$ cat src/rtl/volmute_pkg.sv
package volmute_pkg;
  localparam int ATT_W   = 5;
  localparam int FIELD_W = ATT_W + 1;
  localparam int DATA_W  = 16;
  localparam int IDX_W   = 8;
  localparam int N_OUT   = 4;

  typedef struct packed {
    logic             mute;
    logic [ATT_W-1:0] att;
  } chan_t;
endpackage

$ cat src/rtl/volmute_fold.sv
module volmute_fold
  import volmute_pkg::*;
(
  input  logic [FIELD_W-1:0] raw,
  output logic [FIELD_W-1:0] folded
);
  always_comb begin
    if (raw[FIELD_W-1]) folded = {1'b0, {ATT_W{1'b1}}};
    else                folded = raw;
  end
endmodule

$ cat src/rtl/volmute_chan.sv
module volmute_chan
  import volmute_pkg::*;
(
  input  logic             en,
  input  logic             mute,
  input  logic [ATT_W-1:0] code,
  output chan_t            out
);
  always_comb begin
    if (!en)       out = '{mute: 1'b0, att: '0};
    else if (mute) out = '{mute: 1'b1, att: {ATT_W{1'b1}}};
    else           out = '{mute: 1'b0, att: code};
  end
endmodule

$ cat src/rtl/volmute_reg.sv
module volmute_reg
  import volmute_pkg::*;
#(
  parameter logic [IDX_W-1:0] REG_IDX = 8'h02
) (
  input  logic              clk,
  input  logic              rst_n,
  input  logic              wr_en,
  input  logic [IDX_W-1:0]  wr_idx,
  input  logic [DATA_W-1:0] wr_data,
  input  logic [IDX_W-1:0]  rd_idx,
  output logic [DATA_W-1:0] rd_data,
  input  logic              split_mute,
  input  logic              ext_route,
  output logic [ATT_W-1:0]  lo_l_att,
  output logic              lo_l_mute,
  output logic [ATT_W-1:0]  lo_r_att,
  output logic              lo_r_mute,
  output logic [ATT_W-1:0]  ctr_att,
  output logic              ctr_mute,
  output logic [ATT_W-1:0]  lfe_att,
  output logic              lfe_mute
);
  localparam int L_LO = 8;
  localparam int R_LO = 0;
  localparam int MM_BIT = 15;
  localparam int RM_BIT = 7;

  logic               mm_q, mm_d;
  logic               rm_q, rm_d;
  logic [FIELD_W-1:0] vl_q, vl_d;
  logic [FIELD_W-1:0] vr_q, vr_d;
  logic [FIELD_W-1:0] vl_fold, vr_fold;
  logic               hit;

  volmute_fold u_fold_l (.raw(wr_data[L_LO +: FIELD_W]), .folded(vl_fold));
  volmute_fold u_fold_r (.raw(wr_data[R_LO +: FIELD_W]), .folded(vr_fold));

  assign hit = wr_en && (wr_idx == REG_IDX);

  always_comb begin
    mm_d = mm_q;
    rm_d = rm_q;
    vl_d = vl_q;
    vr_d = vr_q;
    if (hit) begin
      mm_d = wr_data[MM_BIT];
      rm_d = wr_data[RM_BIT];
      vl_d = vl_fold;
      vr_d = vr_fold;
    end
  end

  always_ff @(posedge clk or negedge rst_n) begin
    if (!rst_n) begin
      mm_q <= 1'b1;
      rm_q <= 1'b0;
      vl_q <= '0;
      vr_q <= '0;
    end else if (hit) begin
      mm_q <= mm_d;
      rm_q <= rm_d;
      vl_q <= vl_d;
      vr_q <= vr_d;
    end
  end

  // readback image
  always_comb begin
    rd_data = '0;
    if (rd_idx == REG_IDX) begin
      rd_data[MM_BIT]             = mm_q;
      rd_data[L_LO +: FIELD_W]    = vl_q;
      rd_data[RM_BIT]             = rm_q & split_mute;
      rd_data[R_LO +: FIELD_W]    = vr_q;
    end
  end

  // mute decode
  logic mute_left, mute_right;
  always_comb begin
    mute_left  = mm_q;
    mute_right = split_mute ? rm_q : mm_q;
  end

  // outputs: 0 = line-out L, 1 = line-out R, 2 = center, 3 = LFE
  logic             src_en   [N_OUT];
  logic             src_mute [N_OUT];
  logic [ATT_W-1:0] src_code [N_OUT];
  chan_t            outs     [N_OUT];

  genvar gi;
  generate
    for (gi = 0; gi < N_OUT; gi++) begin : g_out
      localparam bit IS_LEFT = (gi % 2) == 0;
      localparam bit IS_EXT  = gi >= 2;
      assign src_en[gi]   = IS_EXT ? ext_route : 1'b1;
      assign src_mute[gi] = IS_LEFT ? mute_left : mute_right;
      assign src_code[gi] = IS_LEFT ? vl_q[ATT_W-1:0] : vr_q[ATT_W-1:0];
      volmute_chan u_chan (
        .en  (src_en[gi]),
        .mute(src_mute[gi]),
        .code(src_code[gi]),
        .out (outs[gi])
      );
    end
  endgenerate

  assign lo_l_att  = outs[0].att;
  assign lo_l_mute = outs[0].mute;
  assign lo_r_att  = outs[1].att;
  assign lo_r_mute = outs[1].mute;
  assign ctr_att   = outs[2].att;
  assign ctr_mute  = outs[2].mute;
  assign lfe_att   = outs[3].att;
  assign lfe_mute  = outs[3].mute;
endmodule

$ cat config.mk
export PLATFORM = sky130hd
export DESIGN_NAME = volmute_reg
export DESIGN_NICKNAME = d
export VERILOG_FILES = /design/src/rtl/volmute_pkg.sv /design/src/rtl/volmute_fold.sv /design/src/rtl/volmute_chan.sv /design/src/rtl/volmute_reg.sv
export SDC_FILE = /design/constraint.sdc
export NUM_CORES = 1
export LEC_CHECK = 0
export BUFFER_PORTS_ARGS = -buffer_cell sky130_fd_sc_hd__buf_2
export CORE_MARGIN = 4
export CORE_UTILIZATION = 43
export CTS_CLUSTER_DIAMETER = 100
export DETAILED_ROUTE_END_ITERATION = 8
export HOLD_SLACK_MARGIN = 0.03
export PLACE_DENSITY = 0.83
export SYNTH_ARGS = -nofsm -noshare
export SYNTH_HDL_FRONTEND = slang
export SYNTH_HIERARCHICAL = 1
export SYNTH_SLANG_ARGS = --single-unit
$ cat constraint.sdc
create_clock -name clk -period 2.2 [get_ports clk]
set_clock_uncertainty 0.1 [all_clocks]
set_input_delay 0.44 -clock clk [delete_from_list [all_inputs] [get_ports clk]]
set_output_delay 0.44 -clock clk [all_outputs]
set_load 0.05 [all_outputs]
==> results of run 1 <==
-- cells in the mapped netlist (all sizes together) --
| cell type | instances | share of area |
|---|---|---|
| nand4b | 1 | 0.023 |
| dfstp | 1 | 0.026 |
| and2 | 17 | 0.10 |
| nor3b | 1 | 0.0074 |
| nor2 | 1 | 0.0037 |
| buf | 5 | 0.041 |
| o21a | 20 | 0.15 |
| or2 | 10 | 0.062 |
| and4b | 1 | 0.0099 |
| nor4 | 2 | 0.027 |
| clkbuf | 1 | 0.0037 |
| mux2 | 15 | 0.20 |
| and3 | 1 | 0.0062 |
| dfrtp | 13 | 0.32 |
| conb | 4 | 0.015 |
-- critical path: stages --
cell	delay, ns
sky130_fd_sc_hd__buf_2	0.10
sky130_fd_sc_hd__nor4_1	0.24
sky130_fd_sc_hd__and4b_2	0.31
sky130_fd_sc_hd__buf_4	0.14
sky130_fd_sc_hd__and2_1	0.13
sky130_fd_sc_hd__clkbuf_4	0.23
-- cells in the final DEF, fill, tap and decap left out --
cell,instances
sky130_fd_sc_hd__nor3b_1,1
sky130_fd_sc_hd__nor2_1,1
sky130_fd_sc_hd__mux2_4,11
sky130_fd_sc_hd__dfstp_2,1
sky130_fd_sc_hd__or2_1,10
sky130_fd_sc_hd__dfrtp_1,13
sky130_fd_sc_hd__clkbuf_8,1
sky130_fd_sc_hd__nand4b_4,1
sky130_fd_sc_hd__and3_1,1
sky130_fd_sc_hd__o21a_1,20
sky130_fd_sc_hd__buf_2,60
sky130_fd_sc_hd__buf_4,7
sky130_fd_sc_hd__nor4_4,1
sky130_fd_sc_hd__clkbuf_4,11
sky130_fd_sc_hd__and2_1,17
sky130_fd_sc_hd__dlygate4sd3_1,1
sky130_fd_sc_hd__and4b_2,1
sky130_fd_sc_hd__nor4_1,1
sky130_fd_sc_hd__conb_1,16
sky130_fd_sc_hd__mux2_2,2
sky130_fd_sc_hd__mux2_1,2
-- per-stage QoR --
step	area [um2]	cells	util
finish	1520	207	0.678
global route	1520	207	0.678
CTS	1480	206	0.661
detailed placement	1430	201	0.639
global placement	1430	201	0.639
floorplan	1060	105	-
-- final cells by class --
type	count	area [um2]	share of cell area
timing repair buffer	76	423	0.279
clock buffer	4	36.3	0.0239
sequential	14	352	0.232
multi-input combinational	85	669	0.442
tap	28	35.0	0.0231
-- worst paths after layout --
| kind | start | cells past startpoint | end | slack, ns |
|---|---|---|---|---|
| max | rd_idx[7] | 6 | rd_data[15] | 0.07 |
| max reg2reg | vr_q[4] | 1 | vr_q[4] | 1.29 |
| min in group asynchronous | rst_n | 2 | vr_q[4] | 0.48 |
| min reg2reg | vr_q[5] | 1 | vr_q[5] | 0.39 |
| min | wr_data[15] | 2 | mm_q | 0.29 |
| max in group asynchronous | rst_n | 2 | mm_q | 1.23 |
-- report_power, final --
| part | internal [mW] | switching (mW) | total (mW) |
|---|---|---|---|
| registers | 0.274 | 0.0159 | 0.290 |
| clock network | 0.101 | 0.0842 | 0.185 |
| logic | 0.0824 | 0.148 | 0.230 |
-- flip-flops by register name (all words and copies together) (netlist names) --
| name | flops |
|---|---|
| vl_q | 6 |
| rm_q | 1 |
| mm_q | 1 |
| vr_q | 6 |
-- what timing repair did --
| item | CTS | global route |
|---|---|---|
| hold buffers | 1 | 0 |
| buffers inserted | 0 | 1 |
| pin swaps | 0 | 1 |
| cloned | 0 | 0 |
| hold endpoints to repair | 13 | 0 |
| gates resized for setup | 1 | 17 |
| endpoints found under the setup margin | 12 | 24 |
-- metal layers --
layer / up-vias / global-route usage / routed length, um
li1: 470 / - / -
met4: 0 / 0.0610 / 19
met3: 2 / 0.0460 / 190
met1: 458 / 0.178 / 996
met2: 35 / 0.300 / 1380
met5: - / 0 / 0
-- cells by family (layout without fill, tap and decap cells) --
family / Yosys count / after routing / synth area share
simple gates: 34 / 34 / 0.244
compound gates: 20 / 20 / 0.148
mux: 15 / 15 / 0.203
flops: 14 / 14 / 0.346
buf+inv: 6 / 80 / 0.0443
other cells: 4 / 16 / 0.0148
==> impl_metrics.ini, run 1 <==
[cts]
clk_pin_slew_ns = 0.08
cts-buffers-inserted = 3
cts.root.buffer_cell = sky130_fd_sc_hd__clkbuf_4
cts-root-to-sink-buffers = 2
clock_sink_count = 14
cts_tree = done
clock_latency_ns = 0.27
number_of_h_tree_branching_levels = 1

[floorplan]
floorplan.initialDensity = 0.455
placement_rows = 17
core_area_um2 = 2230
design.portCount = 77
die_extent_in_y_um = 56.6
die_w_um = 56.6
die_area_um2 = 3200

[critical_path]
crit_type = input pin to output pin
critical_path_required_ns = 1.66
cp_max_fo = 6
critPathCaptureType = output pin
setup.worst_path.start_class = input pin
critical_path_arrival_ns = 1.59

[run]
max-cap-violations = 0

[pwr]
p_total_mw = 0.705
total_leakage_power_nw = 0.916
peakVddDrop_mv = 0.348
power_per_cell_area_nw_per_um2 = 465

[synthesis]
yosysUniqueCellTypes = 19
synthesis.instances = 93
yosysSeqAreaShare = 0.346
postSynthRegisterBits = 14
yosys_warnings = 6
synth_area_per_cell_um2 = 10.9
synth_area_um2 = 1020

[detailed_routing]
totalWireLength_um = 2590
detailroute.via_count = 965
first_iter_violations = 12
route.detailed.wl_per_inst_um = 12.5
routed_via_density = 4.66
detail-route-antenna-nets = 0
route.detailed.drc = 0
drt-pass1-iter-count = 4

[global_route]
grt_first_pass_wirelength_um = 4230
largest_net_degree_at_the_start_of_global_routing = 16
antenna_violations_before_repair = 0
grt_use_total = 0.165
first_global_vias = 945
global_route.overflow_total = 0

[sta]
hold_viol_final = 0
highest_clock_rate_mhz = 470
fin_max_slew_vios = 0
fin_setup_tns_ns = 0
final.setup.worst_slack_ns = 0.0701
report.final.setup_viol = 0
layout_min_cycle_time_ns = 2.13
finalCritPeriodShare = 0.968
rsz0062_at_grt = false
final_layout_worst_hold_slack_ns = 0.290

[outcome]
status = finished clean

[finish]
nets = 217
area_delta_synth_final_pct = 49.1
share_of_layout_cells_above_drive_strength_1 = 0.536
diodes = 0
nFillCells = 198

[place]
post_place_setup_slack_ns = 0.0137
portBuffers = 72
dp_hpwl_um = 2100
finalWeightedCongestion = 0.754

[hold_path]
min_path_type = input pin to register
No activity file was read; power rests on OpenSTA's default activity.
==> inputs of run 2 (changes only) <==
Settings changed: GPL_TIMING_DRIVEN from default to 0.
==> impl_metrics.ini, run 2 (synthesis gave the netlist of run 1 again) <==
[outcome]
status = finished clean

[detailed_routing]
routed_via_density = 4.57
detail-route-antenna-nets = 0
route.detailed.wl_per_inst_um = 12.9
route.detailed.drc = 0
detailroute.via_count = 964
totalWireLength_um = 2730
first_iter_violations = 17
drt-pass1-iter-count = 4

[critical_path]
cp_max_fo = 10
critPathCaptureType = output pin
critical_path_required_ns = 1.66
critical_path_arrival_ns = 1.64
setup.worst_path.start_class = input pin
ff2ff_setup_slack_ns = 1.15
crit_type = input pin to output pin

[finish]
top_registers = vl_q x6, vr_q x6
layout_common_cells = sky130_fd_sc_hd__buf_2 (62), sky130_fd_sc_hd__o21a_1 (20), sky130_fd_sc_hd__and2_1 (17), sky130_fd_sc_hd__conb_1 (16), sky130_fd_sc_hd__buf_4 (14)
diodes = 0
nets = 221
share_of_layout_cells_above_drive_strength_1 = 0.541
area_delta_synth_final_pct = 51.7
layout_commonest_cell = sky130_fd_sc_hd__buf_2
nFillCells = 191

[floorplan]
floorplan.initialDensity = 0.455
core_area_um2 = 2230
design.portCount = 77
die_w_um = 56.6
placement_rows = 17
die_extent_in_y_um = 56.6
die_area_um2 = 3200

[pwr]
power_frac_clock = 0.227
peakVddDrop_mv = 0.374
power_per_cell_area_nw_per_um2 = 442
comb_power_share = 0.348
p_int_mw = 0.431
p_sw_mw = 0.250
total_leakage_power_nw = 0.939
switching_share = 0.367
power_frac_seq = 0.425
p_total_mw = 0.681

[sta]
final.setup.worst_slack_ns = 0.0188
layout_min_cycle_time_ns = 2.18
hold_viol_final = 0
report.final.setup_viol = 0
finalCritPeriodShare = 0.991
fin_max_slew_vios = 0
highest_clock_rate_mhz = 458

[place]
post_place_setup_slack_ns = -0.189
finalWeightedCongestion = 0.748
portBuffers = 72
dp_hpwl_um = 2100

[cts]
number_of_h_tree_branching_levels = 1
clock_latency_ns = 0.28
clock_sink_count = 14
cts-buffers-inserted = 3
clk_pin_slew_ns = 0.08
cts_tree = done
cts.root.buffer_cell = sky130_fd_sc_hd__clkbuf_4
cts-root-to-sink-buffers = 2

[global_route]
largest_net_degree_at_the_start_of_global_routing = 15
grt_first_pass_wirelength_um = 4370
first_global_vias = 909
grt_use_total = 0.174
global_route.overflow_total = 0
antenna_violations_before_repair = 0

[hold_path]
min_path_type = input pin to register

[run]
max-cap-violations = 0
## run 2: cell count changes in the layout (fill, tap and decap cells not counted)
cell / before / now
sky130_fd_sc_hd__buf_2: 60 / 62
sky130_fd_sc_hd__clkbuf_8: 1 / 0
sky130_fd_sc_hd__clkbuf_4: 11 / 3
sky130_fd_sc_hd__buf_4: 7 / 14
sky130_fd_sc_hd__buf_6: 0 / 3
sky130_fd_sc_hd__clkbuf_1: 0 / 1
## run 2: layout make-up
type / instances / area [um2] / area share
plain buffers: 6 / 48.8 / 0.0317
clock buffers: 4 / 26.3 / 0.0170
multi-input cells: 85 / 669 / 0.434
flip-flops and latches: 14 / 352 / 0.228
well taps: 28 / 35.0 / 0.0227
repair buffers: 74 / 410 / 0.266
## run 2: power groups by stage
stage	combinational [mW]	clock, mW	sequential, mW
floorplan	0.162	0	0.291
global placement	0.226	0	0.295
detailed placement	0.231	0	0.297
CTS	0.238	0.158	0.289
global route	0.252	0.176	0.292
finish	0.237	0.155	0.289
## run 2: routing by layer
metal | routed length [um] | track usage | up-vias
li1 | - | - | 481
met1 | 1040 | 0.198 | 446
met2 | 1480 | 0.310 | 35
met3 | 188 | 0.0506 | 2
met4 | 27 | 0.0508 | 0
met5 | 0 | 0 | -
## run 2: stage by stage
stage | area (um2) | hold slack [ns] | utilization | setup TNS, ns | cells
global placement | 1460 | 0.253 | 0.652 | -1.64 | 205
global route | 1540 | 0.277 | 0.690 | -0.524 | 211
CTS | 1530 | 0.287 | 0.685 | 0 | 211
finish | 1540 | 0.289 | 0.690 | 0 | 211
floorplan | 1060 | 0.0444 | - | 0 | 105
detailed placement | 1460 | 0.252 | 0.652 | -1.82 | 205
## run 2: worst paths after layout
path | from | end | depth (start not counted)
max | rd_idx[7] | rd_data[2] | 6
min in group asynchronous | rst_n | vr_q[4] | 2
max reg2reg | mm_q | mm_q | 2
min | wr_data[15] | mm_q | 2
min reg2reg | vr_q[5] | vr_q[5] | 1
max in group asynchronous | rst_n | mm_q | 2
## run 2: what timing repair did
action                     4_1_cts  5_1_grt
setup endpoints to repair       22       10
setup buffers                    1        0
hold endpoints to repair        13        0
hold buffers                     1        0
pin swaps                        0        1
resized for setup               12        6
## run 2: critical path, stage by stage
cell                      delay (ns)
sky130_fd_sc_hd__buf_2          0.10
sky130_fd_sc_hd__nor4_1         0.28
sky130_fd_sc_hd__and4b_2        0.31
sky130_fd_sc_hd__buf_4          0.17
sky130_fd_sc_hd__and2_1         0.14
sky130_fd_sc_hd__buf_4          0.19
==> inputs of run 3 (changes only) <==
Settings changed: CORE_UTILIZATION 43 to 39, GPL_ROUTABILITY_DRIVEN from default to 1, SYNTH_HIERARCHICAL 1 to default.
==> impl_metrics.ini, run 3 <==
[detailed_routing]
totalWireLength_um = 2500
drt-pass1-iter-count = 4
detailroute.via_count = 891
routed_via_density = 4.48
detail-route-antenna-nets = 0
route.detailed.wl_per_inst_um = 12.6
route.detailed.drc = 0
first_iter_violations = 15

[pwr]
power_per_cell_area_nw_per_um2 = 427
p_int_mw = 0.357
comb_power_share = 0.323
power_frac_seq = 0.423
peakVddDrop_mv = 0.260
power_frac_clock = 0.254
p_sw_mw = 0.195
switching_share = 0.353
total_leakage_power_nw = 0.816

[critical_path]
crit_type = input pin to output pin
slowest_delay_ns = 0.27
setup.worst_path.start_class = input pin
cp_max_fo = 10
slowest_stage = sky130_fd_sc_hd__and4b_1
worstPathCellList = buf_2, nor4_1, and4b_1, clkbuf_4, and2_1, buf_4
critical_path_arrival_ns = 1.61
critPathCaptureType = output pin
critical_path_required_ns = 1.66

[global_route]
antenna_violations_before_repair = 0
global_route.overflow_total = 0
first_global_vias = 819
grt_first_pass_wirelength_um = 3680
largest_net_degree_at_the_start_of_global_routing = 13
grt_use_total = 0.178

[synthesis]
postSynthRegisterBits = 12
yosysUniqueCellTypes = 20
xor_xnor_share_of_the_synthesized_area = 0
synth_area_per_cell_um2 = 8.75
list_of_most_frequent_post_synthesis_cells = sky130_fd_sc_hd__and2_1 (23), sky130_fd_sc_hd__dfrtp_1 (11), sky130_fd_sc_hd__inv_1 (11), sky130_fd_sc_hd__mux2i_1 (11), sky130_fd_sc_hd__nor2_1 (11)
yosys_warnings = 0
synthMostInstantiatedCell = sky130_fd_sc_hd__and2_1
synth_top_cells_by_area = sky130_fd_sc_hd__dfrtp_1 (33%), sky130_fd_sc_hd__and2_1 (18%), sky130_fd_sc_hd__mux2i_1 (13%), sky130_fd_sc_hd__inv_1 (5.0%), sky130_fd_sc_hd__nor2_1 (5.0%)
ys.flop_type = sky130_fd_sc_hd__dfrtp_1
netlist.top_cell.by_area = sky130_fd_sc_hd__dfrtp_1
synth_enable_flop_cells = 0
yosysSeqAreaShare = 0.367
synth_area_um2 = 822
yosysTopAreaCellShare = 0.335
synth_simple_gate_area_frac = 0.356
synth_top_family_by_area = simple AND/OR/NAND/NOR gates
synthesis.instances = 94
adder_and_majority_cell_fraction_of_the_synthesized_area = 0
multiplexer_share_of_the_synthesized_area = 0.161
asr_flop_ratio_synth = 1.00
synth_compound_area_frac = 0

[cts]
cts.repair_timing.setup_buffer_count = 0
cts-root-to-sink-buffers = 2
number_of_h_tree_branching_levels = 1
clock_sink_count = 12
clk_pin_slew_ns = 0.07
cts.root.buffer_cell = sky130_fd_sc_hd__clkbuf_4
clock_latency_ns = 0.26
cts-buffers-inserted = 3
cts_tree = done

[sta]
rsz0062_at_grt = false
report.final.setup_viol = 0
hold_viol_final = 0
highest_clock_rate_mhz = 466
finalCritPeriodShare = 0.976
layout_min_cycle_time_ns = 2.15
fin_max_slew_vios = 0
fin_setup_tns_ns = 0
final_layout_worst_hold_slack_ns = 0.305

[finish]
diodes = 0
layout_commonest_cell = sky130_fd_sc_hd__buf_2
area_delta_synth_final_pct = 57.2
nets = 210
layout_common_cells = sky130_fd_sc_hd__buf_2 (60), sky130_fd_sc_hd__and2_1 (17), sky130_fd_sc_hd__buf_4 (14)
top_registers = vl_q x5, vr_q x5
share_of_layout_cells_above_drive_strength_1 = 0.558

[hold_path]
min_path_type = input pin to register

[floorplan]
placement_rows = 16
die_area_um2 = 2910
die_w_um = 53.9
floorplan.initialDensity = 0.415
design.portCount = 77
core_area_um2 = 1980
die_extent_in_y_um = 53.9

[place]
dp_hpwl_um = 2050
finalWeightedCongestion = 0.763
portBuffers = 70

[outcome]
status = finished clean

[run]
max-cap-violations = 0
-- run 3: changes by cell type after synthesis, moves of 6 or more --
cell                      change
sky130_fd_sc_hd__and2_1       +6
sky130_fd_sc_hd__inv_1       +11
sky130_fd_sc_hd__or2_1       -10
sky130_fd_sc_hd__mux2_4      -10
sky130_fd_sc_hd__mux2i_1     +11
sky130_fd_sc_hd__o21a_1      -20
sky130_fd_sc_hd__nor2_1      +10
-- run 3: area by class of cell --
type / instances / area [um2]
Fill cell: 178 / 689
Multi-Input combinational cell: 67 / 452
Timing Repair Buffer: 71 / 385
Sequential cell: 12 / 302
Buffer: 7 / 52.6
Inverter: 11 / 41.3
Tap cell: 27 / 33.8
Clock buffer: 4 / 26.3
-- run 3: path summary, 6_finish.rpt --
path                             start  cells past startpoint         end  slack [ns]
max in group asynchronous        rst_n                      2        mm_q        1.26
min in group asynchronous        rst_n                      2     vr_q[4]        0.47
max reg2reg                       mm_q                      1        mm_q        1.27
max                          rd_idx[5]                      6  rd_data[3]        0.05
min reg2reg                    vl_q[2]                      2     vl_q[2]        0.43
min                        wr_data[15]                      2        mm_q        0.31
-- run 3: timing repair --
action / 4_1_cts / 5_1_grt
endpoints found under the setup margin: 10 / 6
endpoints found under the hold margin: 11 / 0
pin swaps: 0 / 0
hold buffers: 1 / 0
gates resized for setup: 11 / 1
-- run 3: per-stage QoR --
step / cells / utilization / cell area, um2 / power, mW / setup WS [ns]
6_report: 199 / 0.652 / 1290 / 0.551 / 0.0532
5_1_grt: 199 / 0.652 / 1290 / 0.583 / 0.00456
4_1_cts: 199 / 0.650 / 1290 / 0.559 / 0.0324
3_5_place_dp: 194 / 0.618 / 1220 / 0.413 / -0.0638
3_3_place_gp: 194 / 0.618 / 1220 / 0.410 / 0.00142
2_1_floorplan: 97 / - / 841 / 0.362 / -0.0584
-- run 3: cells by family after synthesis --
logic type | count (synthesis)
buffers and inverters | 18
DFF | 12
muxes | 13
other | 1
and+or+nand+nor | 50
-- run 3: layer usage --
metal | up-vias | track usage | part of all wire
li1 | 444 | - | -
met1 | 395 | 0.174 | 0.35
met2 | 50 | 0.347 | 0.52
met3 | 2 | 0.0332 | 0.12
met4 | 0 | 0.0894 | 0.013
met5 | - | 0 | 0
-- run 3: worst max-delay path: cells and delay by family --
kind	cells	cell delay (ns)
AND/OR/NAND/NOR	3	0.67
buffers and inverters	3	0.49
-- run 3: power groups by stage --
stage | clock network (mW) | logic (mW) | registers (mW)
2_1_floorplan | 0 | 0.123 | 0.239
3_3_place_gp | 0 | 0.174 | 0.237
3_5_place_dp | 0 | 0.176 | 0.237
4_1_cts | 0.148 | 0.178 | 0.233
5_1_grt | 0.158 | 0.191 | 0.234
6_report | 0.140 | 0.178 | 0.233
